--- config.mk ---
export PLATFORM = sky130hd
export DESIGN_NAME = txdma_channel
export DESIGN_NICKNAME = d
export VERILOG_FILES = /design/src/rtl/txdma_pkg.sv /design/src/rtl/txdma_regs.sv /design/src/rtl/txdma_engine.sv /design/src/rtl/txdma_channel.sv
export SDC_FILE = /design/constraint.sdc
export NUM_CORES = 1
export LEC_CHECK = 0
export ABC_AREA = 1
export BUFFER_PORTS_ARGS = -buffer_cell sky130_fd_sc_hd__buf_2
export CAP_MARGIN = 15
export CORE_MARGIN = 2
export CORE_UTILIZATION = 25
export CTS_CLUSTER_DIAMETER = 100
export DETAILED_ROUTE_END_ITERATION = 10
export PLACE_DENSITY = 0.48
export REMOVE_ABC_BUFFERS = 1
export SYNTH_ARGS = -nofsm -noshare
export SYNTH_HDL_FRONTEND = slang
export SYNTH_HIERARCHICAL = 1
export SYNTH_SLANG_ARGS = --single-unit
--- constraint.sdc ---
create_clock -name clk -period 7.7 [get_ports clk]
set_input_delay 0 -clock clk [delete_from_list [all_inputs] [get_ports clk]]
set_output_delay 0 -clock clk [all_outputs]
set_load 0.005 [all_outputs]
--- src/rtl/txdma_pkg.sv ---
// Shared constants and types of the transmit DMA channel.
// Assumes 32-bit words and byte addresses aligned to a word.
package txdma_pkg;
    localparam int WORD_W  = 32;
    localparam int BIT_SOP = 31;
    localparam int BIT_EOP = 30;
    localparam int BIT_OWN = 29;
    localparam int BIT_EOQ = 28;

    localparam logic [1:0] RA_CTRL = 2'd0;
    localparam logic [1:0] RA_HEAD = 2'd1;
    localparam logic [1:0] RA_DONE = 2'd2;
    localparam logic [1:0] RA_STAT = 2'd3;

    typedef enum logic [2:0] {
        ST_IDLE,
        ST_DESC_REQ,
        ST_DESC_WAIT,
        ST_BUF_REQ,
        ST_BUF_WAIT,
        ST_SEND,
        ST_WBACK
    } eng_state_t;
endpackage

--- src/rtl/txdma_regs.sv ---
// Register file of the channel: enable, self-clearing soft reset, head
// write decode, completion pointer and sticky busy-write error.
// Assumes at most one register write per cycle.
module txdma_regs
    import txdma_pkg::*;
(
    input  logic              clk,
    input  logic              rst_n,
    input  logic              reg_wr,
    input  logic [1:0]        reg_addr,
    input  logic [WORD_W-1:0] reg_wdata,
    output logic [WORD_W-1:0] reg_rdata,
    input  logic              busy,
    input  logic [WORD_W-1:0] cur_ptr,
    output logic              enable,
    output logic              sreset,
    output logic              start,
    output logic [WORD_W-1:0] start_ptr,
    output logic              head_err
);
    logic              en_q;
    logic              srst_q;
    logic              err_q;
    logic [WORD_W-1:0] done_q;
    logic              wr_ctrl;
    logic              wr_head;

    assign wr_ctrl = reg_wr && (reg_addr == RA_CTRL);
    assign wr_head = reg_wr && (reg_addr == RA_HEAD);

    // Control bits: enable is software owned, soft reset lasts one cycle.
    always_ff @(posedge clk) begin
        if (!rst_n) begin
            en_q   <= 1'b0;
            srst_q <= 1'b0;
        end else begin
            srst_q <= wr_ctrl && reg_wdata[1];
            if (wr_ctrl) en_q <= reg_wdata[0];
        end
    end

    // Completion pointer and sticky error, both cleared by soft reset.
    always_ff @(posedge clk) begin
        if (!rst_n || srst_q) begin
            done_q <= '0;
            err_q  <= 1'b0;
        end else begin
            if (reg_wr && (reg_addr == RA_DONE)) done_q <= reg_wdata;
            if (wr_head && busy) err_q <= 1'b1;
        end
    end

    // Read mux.
    always_comb begin
        case (reg_addr)
            RA_CTRL: reg_rdata = {{(WORD_W-2){1'b0}}, srst_q, en_q};
            RA_HEAD: reg_rdata = cur_ptr;
            RA_DONE: reg_rdata = done_q;
            default: reg_rdata = {{(WORD_W-2){1'b0}}, err_q, busy};
        endcase
    end

    assign enable    = en_q;
    assign sreset    = srst_q;
    assign start     = wr_head && !busy && en_q && !srst_q;
    assign start_ptr = reg_wdata;
    assign head_err  = err_q;

    AST_BUSY_HEAD_ERR: assert property (@(posedge clk) disable iff (!rst_n || srst_q)
        (wr_head && busy) |=> head_err);
    AST_SRST_SELF_CLEAR: assert property (@(posedge clk) disable iff (!rst_n)
        (srst_q && !(wr_ctrl && reg_wdata[1])) |=> !srst_q);
endmodule

--- src/rtl/txdma_engine.sv ---
// Descriptor walker: fetches four-word descriptors, streams the buffer
// bytes with zero padding up to MIN_LEN, writes the mode word back and
// follows the next pointer. Assumes word-aligned descriptors and buffers,
// one outstanding memory request, and read data arriving after the grant.
module txdma_engine
    import txdma_pkg::*;
#(
    parameter int LEN_W   = 11,
    parameter int MIN_LEN = 60
) (
    input  logic              clk,
    input  logic              rst_n,
    input  logic              sreset,
    input  logic              enable,
    input  logic              start,
    input  logic [WORD_W-1:0] start_ptr,
    output logic              busy,
    output logic [WORD_W-1:0] cur_ptr,
    output logic              mem_req,
    output logic              mem_we,
    output logic [WORD_W-1:0] mem_addr,
    output logic [WORD_W-1:0] mem_wdata,
    input  logic              mem_gnt,
    input  logic              mem_rvalid,
    input  logic [WORD_W-1:0] mem_rdata,
    output logic              tx_valid,
    output logic [7:0]        tx_data,
    output logic              tx_last,
    input  logic              tx_ready
);
    localparam int BPW   = WORD_W / 8;
    localparam int ALIGN = $clog2(BPW);
    localparam logic [LEN_W-1:0] MIN_L = LEN_W'(MIN_LEN);

    eng_state_t        st;
    logic [WORD_W-1:0] cur, nxt, bptr, mode, word;
    logic [1:0]        widx;
    logic [LEN_W-1:0]  cnt, cnt_inc, len, plen;
    logic              in_data;

    assign len     = mode[LEN_W-1:0];
    assign plen    = (len < MIN_L) ? MIN_L : len;
    assign cnt_inc = cnt + LEN_W'(1);
    assign in_data = cnt < len;

    // Descriptor walk and byte-stream state machine.
    always_ff @(posedge clk) begin
        if (!rst_n || sreset) begin
            st   <= ST_IDLE;
            cur  <= '0;
            nxt  <= '0;
            bptr <= '0;
            mode <= '0;
            word <= '0;
            widx <= '0;
            cnt  <= '0;
        end else begin
            case (st)
                ST_IDLE: if (start) begin
                    cur  <= start_ptr;
                    widx <= '0;
                    st   <= ST_DESC_REQ;
                end
                ST_DESC_REQ: if (mem_gnt) st <= ST_DESC_WAIT;
                ST_DESC_WAIT: if (mem_rvalid) begin
                    case (widx)
                        2'd0:    nxt  <= mem_rdata;
                        2'd1:    bptr <= mem_rdata;
                        2'd3:    mode <= mem_rdata;
                        default: ;
                    endcase
                    if (widx == 2'd3) begin
                        cnt <= '0;
                        if (!mem_rdata[BIT_OWN])
                            st <= ST_IDLE;
                        else if (mem_rdata[LEN_W-1:0] != '0)
                            st <= ST_BUF_REQ;
                        else
                            st <= ST_SEND;
                    end else begin
                        widx <= widx + 2'd1;
                        st   <= ST_DESC_REQ;
                    end
                end
                ST_BUF_REQ: if (mem_gnt) st <= ST_BUF_WAIT;
                ST_BUF_WAIT: if (mem_rvalid) begin
                    word <= mem_rdata;
                    st   <= ST_SEND;
                end
                ST_SEND: if (tx_ready) begin
                    if (cnt == plen - LEN_W'(1)) begin
                        st <= ST_WBACK;
                    end else begin
                        cnt <= cnt_inc;
                        if ((cnt_inc[ALIGN-1:0] == '0) && (cnt_inc < len))
                            st <= ST_BUF_REQ;
                    end
                end
                ST_WBACK: if (mem_gnt) begin
                    if ((nxt == '0) || !enable) begin
                        st <= ST_IDLE;
                    end else begin
                        cur  <= nxt;
                        widx <= '0;
                        st   <= ST_DESC_REQ;
                    end
                end
                default: st <= ST_IDLE;
            endcase
        end
    end

    // Memory request fields for the current state.
    always_comb begin
        mem_req   = (st == ST_DESC_REQ) || (st == ST_BUF_REQ) || (st == ST_WBACK);
        mem_we    = (st == ST_WBACK);
        mem_wdata = {mode[BIT_SOP], mode[BIT_EOP], 1'b0, (nxt == '0),
                     mode[BIT_EOQ-1:LEN_W], plen};
        case (st)
            ST_DESC_REQ: mem_addr = cur + (WORD_W'(widx) << ALIGN);
            ST_BUF_REQ:  mem_addr = bptr + WORD_W'({cnt[LEN_W-1:ALIGN], {ALIGN{1'b0}}});
            default:     mem_addr = cur + WORD_W'(3 * BPW);
        endcase
    end

    assign tx_valid = (st == ST_SEND);
    assign tx_data  = in_data ? word[{cnt[ALIGN-1:0], 3'b000} +: 8] : 8'h00;
    assign tx_last  = tx_valid && (cnt == plen - LEN_W'(1));
    assign busy     = (st != ST_IDLE);
    assign cur_ptr  = cur;

    AST_OWNER_GATE: assert property (@(posedge clk) disable iff (!rst_n || sreset)
        (st == ST_DESC_WAIT && mem_rvalid && widx == 2'd3 && !mem_rdata[BIT_OWN])
        |=> (st == ST_IDLE));
    AST_TX_HOLD: assert property (@(posedge clk) disable iff (!rst_n || sreset)
        (tx_valid && !tx_ready) |=> (tx_valid && $stable(tx_data) && $stable(tx_last)));
    AST_MEM_HOLD: assert property (@(posedge clk) disable iff (!rst_n || sreset)
        (mem_req && !mem_gnt) |=> (mem_req && $stable(mem_addr) && $stable(mem_we)));
    AST_WB_FORM: assert property (@(posedge clk) disable iff (!rst_n || sreset)
        (mem_req && mem_we) |-> (!mem_wdata[BIT_OWN] && mem_wdata[LEN_W-1:0] >= MIN_L));
endmodule

--- src/rtl/txdma_channel.sv ---
// Top of the transmit DMA channel: register file plus descriptor engine.
// Assumes a single clock and synchronous active-low reset.
module txdma_channel
    import txdma_pkg::*;
#(
    parameter int LEN_W   = 11,
    parameter int MIN_LEN = 60
) (
    input  logic        clk,
    input  logic        rst_n,
    input  logic        reg_wr,
    input  logic [1:0]  reg_addr,
    input  logic [31:0] reg_wdata,
    output logic [31:0] reg_rdata,
    output logic        mem_req,
    output logic        mem_we,
    output logic [31:0] mem_addr,
    output logic [31:0] mem_wdata,
    input  logic        mem_gnt,
    input  logic        mem_rvalid,
    input  logic [31:0] mem_rdata,
    output logic        tx_valid,
    output logic [7:0]  tx_data,
    output logic        tx_last,
    input  logic        tx_ready,
    output logic        head_err
);
    logic              busy, enable, sreset, start;
    logic [WORD_W-1:0] cur_ptr, start_ptr;

    txdma_regs u_regs (
        .clk(clk), .rst_n(rst_n),
        .reg_wr(reg_wr), .reg_addr(reg_addr), .reg_wdata(reg_wdata), .reg_rdata(reg_rdata),
        .busy(busy), .cur_ptr(cur_ptr),
        .enable(enable), .sreset(sreset), .start(start), .start_ptr(start_ptr),
        .head_err(head_err)
    );

    txdma_engine #(.LEN_W(LEN_W), .MIN_LEN(MIN_LEN)) u_engine (
        .clk(clk), .rst_n(rst_n), .sreset(sreset), .enable(enable),
        .start(start), .start_ptr(start_ptr), .busy(busy), .cur_ptr(cur_ptr),
        .mem_req(mem_req), .mem_we(mem_we), .mem_addr(mem_addr), .mem_wdata(mem_wdata),
        .mem_gnt(mem_gnt), .mem_rvalid(mem_rvalid), .mem_rdata(mem_rdata),
        .tx_valid(tx_valid), .tx_data(tx_data), .tx_last(tx_last), .tx_ready(tx_ready)
    );
endmodule

# --- Word level (Yosys, flattened, before mapping) ---
# Cells that the tools add are included.
op_classes:
  add_sub_neg: 6
  order_cmp: 3
  eq_ne: 23
  n_shift: 1
  n_mux: 33
  reduce_logical: 36
op_table:
  columns: ["cell", "n"]
  rows:
  - ["$pmux 32 s2", 2]
  - ["$mux 32", 3]
  - ["$pmux 32 s3", 1]
  - ["$mux 11", 5]
  - ["$mux 3", 12]
  - ["$add 32x11->32", 1]
  - ["$add 32x4->32", 1]
  - ["$add 32x4->32 const B", 1]
  - ["$logic_not 32->1", 1]
  - ["$shiftx 32x6->8", 1]
  - ["$lt 11x11->1", 2]
  - ["$pmux 11 s2", 1]
  - ["$pmux 3 s7", 1]
  - ["$ne 2x2->1 const B", 9]
  - ["$add 11x1->11 const B", 1]
  - ["$eq 11x11->1", 1]
  - ["$lt 11x6->1 const B", 1]
  - ["$reduce_bool 11->1", 1]
  - ["$sub 11x1->11 const B", 1]
  - ["$logic_and 1x1->1", 10]
  - ["$mux 2", 5]
  - ["$eq 3x3->1 const B", 3]
  - ["$reduce_and 3->1", 3]
  - ["$mux 8", 1]
  - ["20 further kinds", 34]
word_totals:
  regBits: 211
  inputBits: 72
  out_inout_bits: 109
  wordCells: 114

# --- Depth between registers and ports, before layout ---
# Gate-level depths: netlist (run 1).
depth:
  ltp_word: 7
  depth_mapped: 21
  mapped_depth_nobuf: 21

# --- Cells and area by module ---
# The synthesis (run 1) kept the hierarchy.
by_module_without_submodules:
  columns: ["mod", "n_inst", "cells_per_inst", "area_each_um2", "seq_area_each_um2"]
  rows:
  - ["txdma_engine", 1, 1482, 10077.2, 3483.3]
  - ["txdma_regs", 1, 339, 2118.3, 700.7]

# --- Worst setup path before layout (run 1) ---
# Ideal clock, no wire load.
synth_path:
  path_type: "register to register"
  from: "register u_engine.cnt[0]"
  to: "register u_engine.st[0]"
  setup_time_ns: 0.115
  t_arrival_ns: 2.362
  required_time_ns: 7.585
  setup_slack_ns: 5.223
  stages_incl_launch_ff: 17
  n_path_buf: 0
  period_less_slack_ns: 2.477
  path_cell_list: "dfxtp_1 -> ha_1 -> nand3_1 -> nor2_1 -> nand3_1 -> nor3_1 -> xnor2_1 -> inv_1 -> ha_1 -> nand2_1 -> nor2_1 -> a211oi_1 -> nand4_1 -> nand3_1 -> nand2_1 -> o21bai_1 -> nor2_1"
synth_via:
  elab_chain_cells: 5
  elab_cells_between_ends: 10
  classes_between: "add/sub (1); order compare (1); eq/ne (2); mux (3); reduce/logical (3)"
synth_rtl:
  columns: ["element", "line", "text"]
  rows:
  - ["from (decl)", "txdma_engine.sv:38", "logic [LEN_W-1:0] cnt, cnt_inc, len, plen;"]
  - ["from (signal assigned)", "txdma_engine.sv:94", "cnt <= cnt_inc;"]
  - ["$add 11x1->11", "txdma_engine.sv:43", "assign cnt_inc = cnt + LEN_W'(1);"]
  - ["$lt 11x11->1 or $logic_not 2->1 (tied branches)", "txdma_engine.sv:95", "if ((cnt_inc[ALIGN-1:0] == '0) && (cnt_inc < len))"]
  - ["$logic_and 1x1->1", "txdma_engine.sv:95", null]
  - ["$ne 3x3->1 (no line)", null, null]
  - ["$reduce_and 8->1 (no line)", null, null]
  - ["to (signal assigned)", "txdma_engine.sv:92", "st <= ST_WBACK;"]
  - ["to (signal assigned)", "txdma_engine.sv:96", "st <= ST_BUF_REQ;"]
  - ["to (signal assigned)", "txdma_engine.sv:101", "st <= ST_IDLE;"]
  - ["to (decl)", "txdma_engine.sv:35", "eng_state_t st;"]
# Parallel ways exist; a longest one is shown, timed or not. The select of a mux whose other input is x is not followed.
# A chain may end at the register's enable or synchronous reset.

# --- Worst setup path after layout (run 1) ---
layout_path:
  from: "register u_engine.st[0]"
  to: "output mem_addr[27]"
layout_via:
  elab_chain_cells: 2
  elab_cells_between_ends: 3
  classes_between: "eq/ne (2); mux (1)"
layout_rtl:
  columns: ["element", "line", "text"]
  rows:
  - ["from (signal assigned)", "txdma_engine.sv:49", "st <= ST_IDLE;"]
  - ["from (signal assigned)", "txdma_engine.sv:62", "st <= ST_DESC_REQ;"]
  - ["from (signal assigned)", "txdma_engine.sv:64", "ST_DESC_REQ: if (mem_gnt) st <= ST_DESC_WAIT;"]
  - ["$eq 3x2->1 or $eq 3x1->1 (tied branches)", "txdma_engine.sv:119", "case (st)"]
  - ["$pmux 32 s2 *", "txdma_engine.sv:119", null]
  - ["to (decl)", "txdma_channel.sv:17", "output logic [31:0] mem_addr,"]
# Every way passes the cells marked *; elsewhere a longest branch is shown, timed or not.

==> results.json, run 1 <==
{
  "yosys.cell_count.top_type": "nand2_1",
  "cts_buffers": 27,
  "routed_wirelength_microns": 46150,
  "synth_top_area_share_pct": 34.31,
  "hold_path.class": "input port to flop",
  "setup_viol": 0,
  "yosys_warnings": 6,
  "fin_crit_sh_pct": 51.36,
  "finalHoldViolCount": 0,
  "clkTransAtPathRegs_ns": 0.06,
  "ir_worst_vdd_v": 0.0001311,
  "io_buffers": 179,
  "cts_tree": "built",
  "clock_sinks": 209,
  "htree_num_levels": 1,
  "synth_cells": 1821,
  "multi_input_area_sq_um": 6402,
  "switching_share_pct": 29.90,
  "cpPeakStageDelay_ns": 0.45,
  "hold_path_startpoint": "mem_rvalid",
  "antenna_found_initial": 2,
  "holdWs_ns": 0.1104,
  "register_area_sq_um": 4184,
  "tightest_slew_ns": 0.9445,
  "core_sq_um": 47950,
  "die_h_microns": 224.9,
  "hold_path_end": "u_engine/mode[17]",
  "ant_nets": 0,
  "synth_common_cells": "nand2_1 (317), o21ai_0 (222), a21oi_1 (221), dfxtp_1 (209), inv_1 (209)",
  "root_buffer": "clkbuf_16",
  "synth.cell_area_sq_um": 12200,
  "worst_r2r_startpoint": "u_engine/cnt[1]",
  "critical_path.cell_chain": "inv_1 > nor2_1 > inv_1 > nor2_1 > nand2_1 > ha_1 > nand3_1 > nand2_1 > nand2_1 > nor2_2 > inv_1 > nor2_1 > nand4_1 > nor4_2 > o21ai_0 > a21oi_1 > o21bai_1 > buf_2",
  "cp-start-kind": "flop",
  "rrSetupSlack_ns": 4.32,
  "period_needed_ns": 3.955,
  "endpoint_kind": "primary output",
  "vias": 12490,
  "maxSlewViolCount": 0,
  "power.leakage_nw": 6.047,
  "critPathArrivalTime_ns": 3.95,
  "power_switching_uw": 875.9,
  "p_per_area_nw_per_um2": 198.5,
  "clock.fmax_mhz": 252.8,
  "die_w_microns": 224.9,
  "ioPinCount": 181,
  "slowest_stage": "dfxtp_1",
  "fill_cells": 5260,
  "initial_core_util_pct": 25.44,
  "hold_depth": 4,
  "grt_pass1_vias": 11760,
  "status": "completed",
  "synth.distinct_cells": 46,
  "dp_hpwl_microns": 33990,
  "cp_num_buf_inv": 4,
  "yosysTopAreaCell": "dfxtp_1",
  "cp.depth": 18,
  "num_antenna_cells": 0,
  "rsz0062_at_grt": "no",
  "clkLatencyLatePin_ns": 0.55,
  "grt_first_pass_wirelength_microns": 70150,
  "worst-path-max-fanout": 6,
  "syn_area_per_cell_sq_um": 6.697,
  "p_seq_share_pct": 40.6,
  "cts_resized": 0,
  "nNetsFinal": 2074,
  "yosysSeqAreaShare_pct": 34.31,
  "drtPass1Iterations": 6,
  "r2r-end": "u_engine/st[2]",
  "fin_tns_setup_ns": 0,
  "cp_top_family": "simple AND/OR/NAND/NOR gates",
  "num_rows": 80,
  "grt_overflow_total": 0,
  "grt_usage_pct": 17.84,
  "synthTopCellsByArea": "dfxtp_1 (34%), nand2_1 (9.8%), o21ai_0 (9.1%), a21oi_1 (9.1%), inv_1 (6.4%)",
  "crit_type": "flop to primary output",
  "die-area_sq_um": 50560,
  "gp_congestion": 0.8937,
  "p_comb_share_pct": 16.0,
  "area_growth_pct": 21.00,
  "reg2reg_depth": 16,
  "finalClockSkew_ns": 0.01630,
  "grt_max_degree": 90,
  "drive_above_1_share_pct": 14.17,
  "wire_per_inst_microns": 17.76,
  "clk_path_buf_depth": 3,
  "clkPwrFrac_pct": 43.4,
  "cap_violations": 0,
  "synth_edf_count": 0,
  "async_flop_share_pct": 0,
  "ys_ff_latch": 209,
  "timing.slew.headroom_pct": 36.97,
  "drc": 0,
  "critPathRequiredTime_ns": 7.70,
  "p_int_mw": 2.053,
  "vias_per_cell": 4.806,
  "drtIter0Drc": 879,
  "synthFlopType": "dfxtp_1"
}
registers in the layout (all words and copies together), names as in the netlist:
register and cells:
u_regs/done_q 32, u_engine/st 3, u_regs/enable 1, u_engine/bptr 32, u_engine/cnt 11, u_engine/nxt 32, u_regs/head_err 1, u_engine/mode 30
u_engine/cur_ptr 32, u_regs/sreset 1, u_engine/widx 2, u_engine/word 32
timing repair:
| item | CTS | global route |
|---|---|---|
| hold buffers | 70 | 0 |
| endpoints found under the hold margin | 195 | 0 |
| setup buffers | 0 | 0 |
worst max-delay path by stage:
stage	from	to	slack, ns
floorplan	u_regs/sreset	u_engine/st[0]	4.19
global placement	u_engine/cnt[1]	u_engine/st[0]	4.39
detailed placement	u_engine/cnt[0]	u_engine/st[2]	4.32
CTS	u_engine/st[0]	mem_addr[27]	3.79
global route	u_engine/st[0]	mem_addr[27]	3.37
finish	u_engine/st[0]	mem_addr[27]	3.75
power by group through the flow:
stage	registers, mW	clock network (mW)	logic [mW]
2_1_floorplan	1.19	0	0.224
5_1_grt	1.20	1.35	0.522
3_3_place_gp	1.21	0	0.437
3_5_place_dp	1.21	0	0.444
4_1_cts	1.19	1.31	0.474
6_report	1.19	1.27	0.468
kinds of logic after synthesis:
kind of cell,Yosys count,synth area share [%]
buf+inv,364,13.38
flops,209,34.31
simple gates,696,25.49
other cells,1,0.03075
fa+ha+maj,38,4.022
compound gates,482,20.54
xor+xnor,31,2.226
final cells by class:
cell class	count	area share [%]
tap	615	5.214
inverter	213	5.418
multi-input combinational	1248	43.39
timing repair buffer	265	11.63
clock buffer	36	5.147
clock inverter	12	0.8479
sequential	209	28.35
per-stage QoR:
step	power [mW]	setup WS (ns)	cell area (sq um)	util (%)	instances
after floorplan	1.413	4.190	11360	-	1670
after global placement	1.650	4.388	13170	27.47	2480
after detailed placement	1.657	4.317	13170	27.47	2480
after CTS	2.972	3.787	14760	30.78	2598
after global routing	3.066	3.372	14760	30.78	2598
final	2.929	3.745	14760	30.78	2598
cells in the final DEF, fill, tap and decap left out, types with 70 or more instances in the layout:
cell type,Yosys,layout
buf_2,16,179
a21oi_1,221,221
nor2_1,134,133
nand2_1,317,317
dlygate4sd3_1,2,70
o21ai_0,222,222
nand3_1,144,142
inv_1,209,207
dfxtp_1,209,209
layer usage:
metal	vias up	part of all wire [%]	GRT usage [%]
li1	6261	-	-
met1	5804	47	24.72
met2	353	44	28.33
met3	68	6.0	2.639
met4	0	3.0	5.811
met5	-	0	0
worst register-to-register path, cell delays in order (launching register included):
cell and delay [ns]:
dfxtp_1 0.79, ha_1 0.36, nand3_1 0.13, nor2_1 0.19
nand3_1 0.13, nor3_1 0.22, xnor2_1 0.15, inv_1 0.08
ha_1 0.29, nand2_1 0.09, nor2_1 0.05, a211oi_1 0.17
nand4_1 0.12, nand3_1 0.18, nand2_1 0.12, nand2_1 0.10
a21oi_1 0.07
(Power assumes the default switching activity.)
==> run 2: changes to the inputs <==
- clock period: 7.7 -> 3.8 ns (I/O delays scaled with it)
==> run 2 against run 1 <==
  * Via count increased by 0.22%
  * Routed wire length increased by 0.53%
  * Non-clock buffer count increased by 14
  * Register-to-register slack got worse by 3.5 ns
  * Critical path depth increased by 2
  * Clock power increased by 110%
  * Sequential power increased by 100%
  * Clock-buffer cell count increased by 3
  * Setup slack got worse by 3.5 ns
  * Utilization increased by 0.56 points
  * First-iteration DRC count increased by 10%
  * Cell area increased by 1.8%
  * Largest power group unchanged
==> results.json, run 2 (synthesized netlist as in run 1, its figures left out) <==
{
  "maxSlewViolCount": 0,
  "cap_violations": 0,
  "register_area_sq_um": 4188,
  "clock.fmax_mhz": 281.4,
  "finalHoldViolCount": 0,
  "p_int_mw": 4.268,
  "core_sq_um": 47950,
  "critical_path.cell_chain": "inv_1 > nor2_1 > inv_1 > nor2_2 > nand2_1 > ha_1 > fa_1 > nand3_2 > nor2_1 > nand2_2 > nor3_4 > nand2_1 > nor3_4 > nand3_4 > nor3_4 > nand4_1 > xor2_1 > nand2_1 > nand2_1 > buf_2",
  "grt_pass1_vias": 11560,
  "fill_cells": 5205,
  "crit_type": "flop to primary output",
  "drtIter0Drc": 968,
  "rrSetupSlack_ns": 0.84,
  "switching_share_pct": 29.92,
  "area_growth_pct": 23.19,
  "clkTransAtPathRegs_ns": 0.06,
  "root_buffer": "clkbuf_16",
  "mostFrequentLayoutCell": "nand2_1",
  "num_antenna_cells": 0,
  "clock_sinks": 209,
  "critPathArrivalTime_ns": 3.55,
  "use_met3_pct": 2.325,
  "cp-start-kind": "flop",
  "rsz0062_at_grt": "yes",
  "pre_cts_ws_ns": 0.6212,
  "io_buffers": 179,
  "fin_ws_ns": 0.2468,
  "multi_input_area_sq_um": 6482,
  "reg2reg_depth": 19,
  "timing.slew.headroom_pct": 35.92,
  "power_switching_mw": 1.822,
  "finish.utilization_pct": 31.33,
  "hold_depth": 4,
  "cts_tree": "built",
  "grt_usage_pct": 17.80,
  "initial_core_util_pct": 25.44,
  "p_comb_share_pct": 16.1,
  "antenna_found_initial": 2,
  "hold_path_startpoint": "reg_addr[0]",
  "final_cells": 2615,
  "fin_tns_setup_ns": 0,
  "die_w_microns": 224.9,
  "drtPass1Iterations": 5,
  "hold_path_end": "u_regs/head_err",
  "grt_max_degree": 65,
  "die_h_microns": 224.9,
  "grt_overflow_total": 0,
  "busiest_layer": "met2",
  "worst_r2r_startpoint": "u_engine/mode[8]",
  "clkPwrFrac_pct": 44.2,
  "critPathRequiredTime_ns": 3.80,
  "setup_viol": 0,
  "grt_first_pass_wirelength_microns": 69570,
  "wire_per_inst_microns": 17.74,
  "power.leakage_nw": 6.198,
  "status": "completed",
  "slowest_stage": "dfxtp_4",
  "tightest_slew_ns": 0.9601,
  "path_common_cell": "nand2_1",
  "vias_per_cell": 4.785,
  "nNetsFinal": 2089,
  "finalClockSkew_ns": 0.01526,
  "drive_above_1_share_pct": 15.10,
  "period_needed_ns": 3.553,
  "num_rows": 80,
  "endpoint_kind": "primary output",
  "gr-usage-met1_pct": 25.17,
  "r2r-end": "u_engine/cnt[7]",
  "ant_nets": 0,
  "use_met2_pct": 27.85,
  "clk_path_buf_depth": 3,
  "ir_worst_vdd_v": 0.0003120,
  "totalPowerFinal_mw": 6.090,
  "ioPinCount": 181,
  "worst-path-max-fanout": 6,
  "hold_path.class": "input port to flop",
  "cts_buffers": 28,
  "fin_crit_sh_pct": 93.51,
  "p_seq_share_pct": 39.7,
  "layout_common_cells": "nand2_1 (315), o21ai_0 (220), a21oi_1 (220), dfxtp_1 (208), inv_1 (207)",
  "routed_wirelength_microns": 46400,
  "htree_num_levels": 1,
  "cpPeakStageDelay_ns": 0.37,
  "die-area_sq_um": 50560,
  "vias": 12510,
  "dp_hpwl_microns": 34090,
  "p_per_area_nw_per_um2": 405.4,
  "drc": 0,
  "gp_congestion": 0.8799,
  "placed_cells": 2485,
  "clkLatencyLatePin_ns": 0.57
}
[run 2: layout make-up]
cell class,count,share of cell area [%]
inverters,213,5.322
clock inverters,12,0.8245
well taps,615,5.122
clock buffers,39,5.413
flip-flops and latches,209,27.88
multi-input cells,1248,43.15
repair buffers,279,12.29
[run 2: power by group through the flow]
stage | Clock [mW] | Sequential, mW | Combinational (mW)
5_1_grt | 2.84 | 2.43 | 1.08
4_1_cts | 2.76 | 2.41 | 0.977
3_5_place_dp | 0 | 2.46 | 0.913
3_3_place_gp | 0 | 2.45 | 0.908
6_report | 2.69 | 2.42 | 0.980
2_1_floorplan | 0 | 2.41 | 0.455
[run 2: how the worst max path moves through the flow]
stage,start,endpoint,slack (ns),depth (start not counted)
global route,u_engine/st[0],mem_addr[30],-0.05,20
global placement,u_engine/st[0],mem_addr[27],0.64,18
finish,u_engine/st[0],mem_addr[30],0.25,20
CTS,u_engine/st[0],mem_addr[27],0.07,18
detailed placement,u_engine/st[0],mem_addr[27],0.62,18
floorplan,u_regs/sreset,u_engine/st[0],0.29,4
[run 2: per-layer routing]
metal  vias up  part of all wire (%)
met2       378                    44
li1       6291                     -
met4         2                   2.9
met1      5778                    47
met5         -                 0.028
met3        65                   5.5
[run 2: critical path, delay by kind of cell, from the launching register on]
| kind | cells | cell delay (ns) |
|---|---|---|
| XOR/XNOR | 1 | 0.15 |
| adder cells (fa/ha/maj) | 2 | 0.41 |
| buffers and inverters | 3 | 0.32 |
| flip-flops | 1 | 0.37 |
| AND/OR/NAND/NOR | 14 | 1.73 |
[run 2: stage by stage]
| step | hold slack (ns) | area (sq um) |
|---|---|---|
| 2_1_floorplan | 0.1207 | 11360 |
| 3_3_place_gp | 0.2402 | 13220 |
| 3_5_place_dp | 0.2448 | 13220 |
| 4_1_cts | 0.1029 | 14930 |
| 5_1_grt | 0.1125 | 15020 |
| 6_report | 0.1194 | 15020 |
[run 2: what timing repair did]
action | 4_1_cts | 5_1_grt
hold buffers | 75 | 0
pin swaps | 1 | 5
gates cloned | 0 | 0
gates resized for setup | 1 | 19
endpoints found under the setup margin | 1 | 13
endpoints found under the hold margin | 196 | 0
buffers inserted | 1 | 3
==> run 3: changes to the inputs <==
- CORE_UTILIZATION: 25 -> 57
- CTS_BUF_LIST: default -> sky130_fd_sc_hd__clkbuf_8
- PLACE_DENSITY: 0.48 -> 0.87
==> run 3 against run 2 <==
  * Die area shrank 55%
  * Sequential power about the same
  * Sequential share of layout area increased by 1.3 points
  * Non-clock buffer count is 4 lower
  * Global-route usage is 15 points higher
  * Clock-buffer cell count rose by 6
  * Cell area is 4.6% lower
  * Utilization is 37 points higher
  * Final cell count decreased by 13%
  * Clock power decreased by 20%
  * Hold slack worse by 0.072 ns
  * Register-to-register slack gained 0.03 ns
==> results.json, run 3 (synthesized netlist as in run 1, its figures left out) <==
{
  "worst-path-max-fanout": 5,
  "power_switching_mw": 1.635,
  "p_seq_share_pct": 43.9,
  "area_growth_pct": 17.55,
  "crit_type": "flop to primary output",
  "antenna_found_initial": 0,
  "power.leakage_nw": 6.146,
  "die_w_microns": 150.3,
  "vias_per_cell": 5.687,
  "endpoint_kind": "primary output",
  "num_antenna_cells": 0,
  "clock_sinks": 209,
  "mostFrequentLayoutCell": "nand2_1",
  "drtPass1Iterations": 8,
  "drive_above_1_share_pct": 15.34,
  "critPathRequiredTime_ns": 3.80,
  "drtIter0Drc": 1469,
  "fill_cells": 1754,
  "vias": 12980,
  "clkTransAtPathRegs_ns": 0.06,
  "fin_crit_sh_pct": 93.13,
  "clock.fmax_mhz": 282.6,
  "hold_path_startpoint": "tx_ready",
  "maxSlewViolCount": 0,
  "rrSetupSlack_ns": 0.87,
  "switching_share_pct": 29.83,
  "hold_path_end": "u_engine/st[2]",
  "htree_num_levels": 2,
  "root_buffer": "clkbuf_8",
  "finalHoldViolCount": 0,
  "multi_input_area_sq_um": 6439,
  "die_h_microns": 150.3,
  "num_rows": 53,
  "wire_per_inst_microns": 16.49,
  "gp_congestion": 0.9750,
  "pre_cts_ws_ns": 0.7786,
  "cts_tree": "built",
  "grt_usage_pct": 32.40,
  "grt_overflow_total": 0,
  "routed_wirelength_microns": 37640,
  "ant_nets": 0,
  "timing.slew.headroom_pct": 36.38,
  "clk_path_buf_depth": 3,
  "finalClockSkew_ns": 0.02897,
  "nNetsFinal": 2092,
  "p_per_area_nw_per_um2": 382.3,
  "dp_hpwl_microns": 25780,
  "register_area_sq_um": 4188,
  "placed_cells": 2144,
  "holdWs_ns": 0.04706,
  "period_needed_ns": 3.539,
  "cts_buffers": 35,
  "clkLatencyLatePin_ns": 0.54,
  "ioPinCount": 181,
  "fin_ws_ns": 0.2610,
  "drc": 0,
  "hold_path.class": "input port to flop",
  "grt_pass1_vias": 11710,
  "grt_max_degree": 109,
  "setup_viol": 0,
  "grt_first_pass_wirelength_microns": 59090,
  "initial_core_util_pct": 58.01,
  "final_cells": 2283,
  "fin_tns_setup_ns": 0,
  "cp-start-kind": "flop",
  "critPathArrivalTime_ns": 3.54,
  "clkPwrFrac_pct": 39.4,
  "cap_violations": 0,
  "ir_worst_vdd_v": 0.0002668,
  "layout_common_cells": "nand2_1 (314), o21ai_0 (222), a21oi_1 (221), inv_1 (215), dfxtp_1 (208)",
  "stdcell_area_sq_um": 14340,
  "worst_r2r_startpoint": "u_engine/cnt[0]",
  "reg2reg_depth": 18,
  "p_comb_share_pct": 16.7,
  "status": "completed",
  "tightest_slew_ns": 0.9543,
  "hold_depth": 5,
  "post_dp_cell_area_sq_um": 12780,
  "core_sq_um": 21020,
  "io_buffers": 179,
  "die-area_sq_um": 22580,
  "p_int_mw": 3.846,
  "r2r-end": "u_engine/st[0]"
}
## run 3: changes by cell type in the layout (fill, tap and decap cells not counted), sizes merged
cell and change:
dlygate4sd3 -3, buf -1, inv +8, clkinv +1, clkbuf +6, clkinvlp -3
## run 3: how the worst max path moves through the flow
| stage | end | slack [ns] | from |
|---|---|---|---|
| 2_1_floorplan | u_engine/st[0] | 0.29 | u_regs/sreset |
| 3_3_place_gp | mem_addr[27] | 0.83 | u_engine/st[0] |
| 3_5_place_dp | mem_addr[27] | 0.78 | u_engine/st[0] |
| 4_1_cts | mem_addr[27] | 0.18 | u_engine/st[0] |
| 5_1_grt | mem_addr[30] | -0.004 | u_engine/st[0] |
| 6_report | mem_addr[30] | 0.26 | u_engine/st[2] |
## run 3: layer usage
| layer | global-route usage, % | wire length (microns) | up-vias |
|---|---|---|---|
| li1 | - | - | 6299 |
| met1 | 44.15 | 15500 | 5883 |
| met2 | 51.16 | 17200 | 713 |
| met3 | 6.515 | 3867 | 88 |
| met4 | 11.23 | 1073 | 0 |
| met5 | 0 | 0 | - |
## run 3: worst max-delay path: stages (launching register included)
cell and delay, ns:
dfxtp_1 0.44, nor2_1 0.08, inv_1 0.12, nor2_2 0.05, nand2_1 0.06, ha_1 0.17
fa_1 0.23, nand3_2 0.10, nor2_2 0.13, nand2_2 0.10, nor3_4 0.27, nand2_1 0.13
nor3_4 0.19, nand3_2 0.18, nor3_4 0.19, nand4_1 0.13, xor2_1 0.15, nand2_1 0.06
nand2_1 0.11, buf_2 0.11
## run 3: cell type report
type	instances	area share, %
flip-flops and latches	209	29.21
well taps	275	2.400
repair buffers	275	12.62
multi-input cells	1248	44.91
clock inverters	18	0.9600
inverters	213	5.577
clock buffers	45	4.320
## run 3: what timing repair did
item                       in CTS  in global routing
gates resized for setup         0                 12
setup buffers                   0                  4
hold endpoints to repair      196                  0
hold buffers                   72                  0
setup endpoints to repair       0                  5
## run 3: power groups by stage
stage / clock [mW] / combinational, mW / sequential [mW]
after CTS: 2.18 / 0.890 / 2.40
after global placement: 0 / 0.816 / 2.44
after floorplan: 0 / 0.455 / 2.41
after global routing: 2.29 / 1.00 / 2.42
after detailed placement: 0 / 0.829 / 2.45
final: 2.16 / 0.915 / 2.41
## run 3: per-stage QoR
step / utilization [%] / total power [mW]
finish: 68.20 / 5.480
global placement: 60.81 / 3.258
floorplan: - / 2.864
detailed placement: 60.81 / 3.277
global route: 68.20 / 5.710
CTS: 67.84 / 5.469
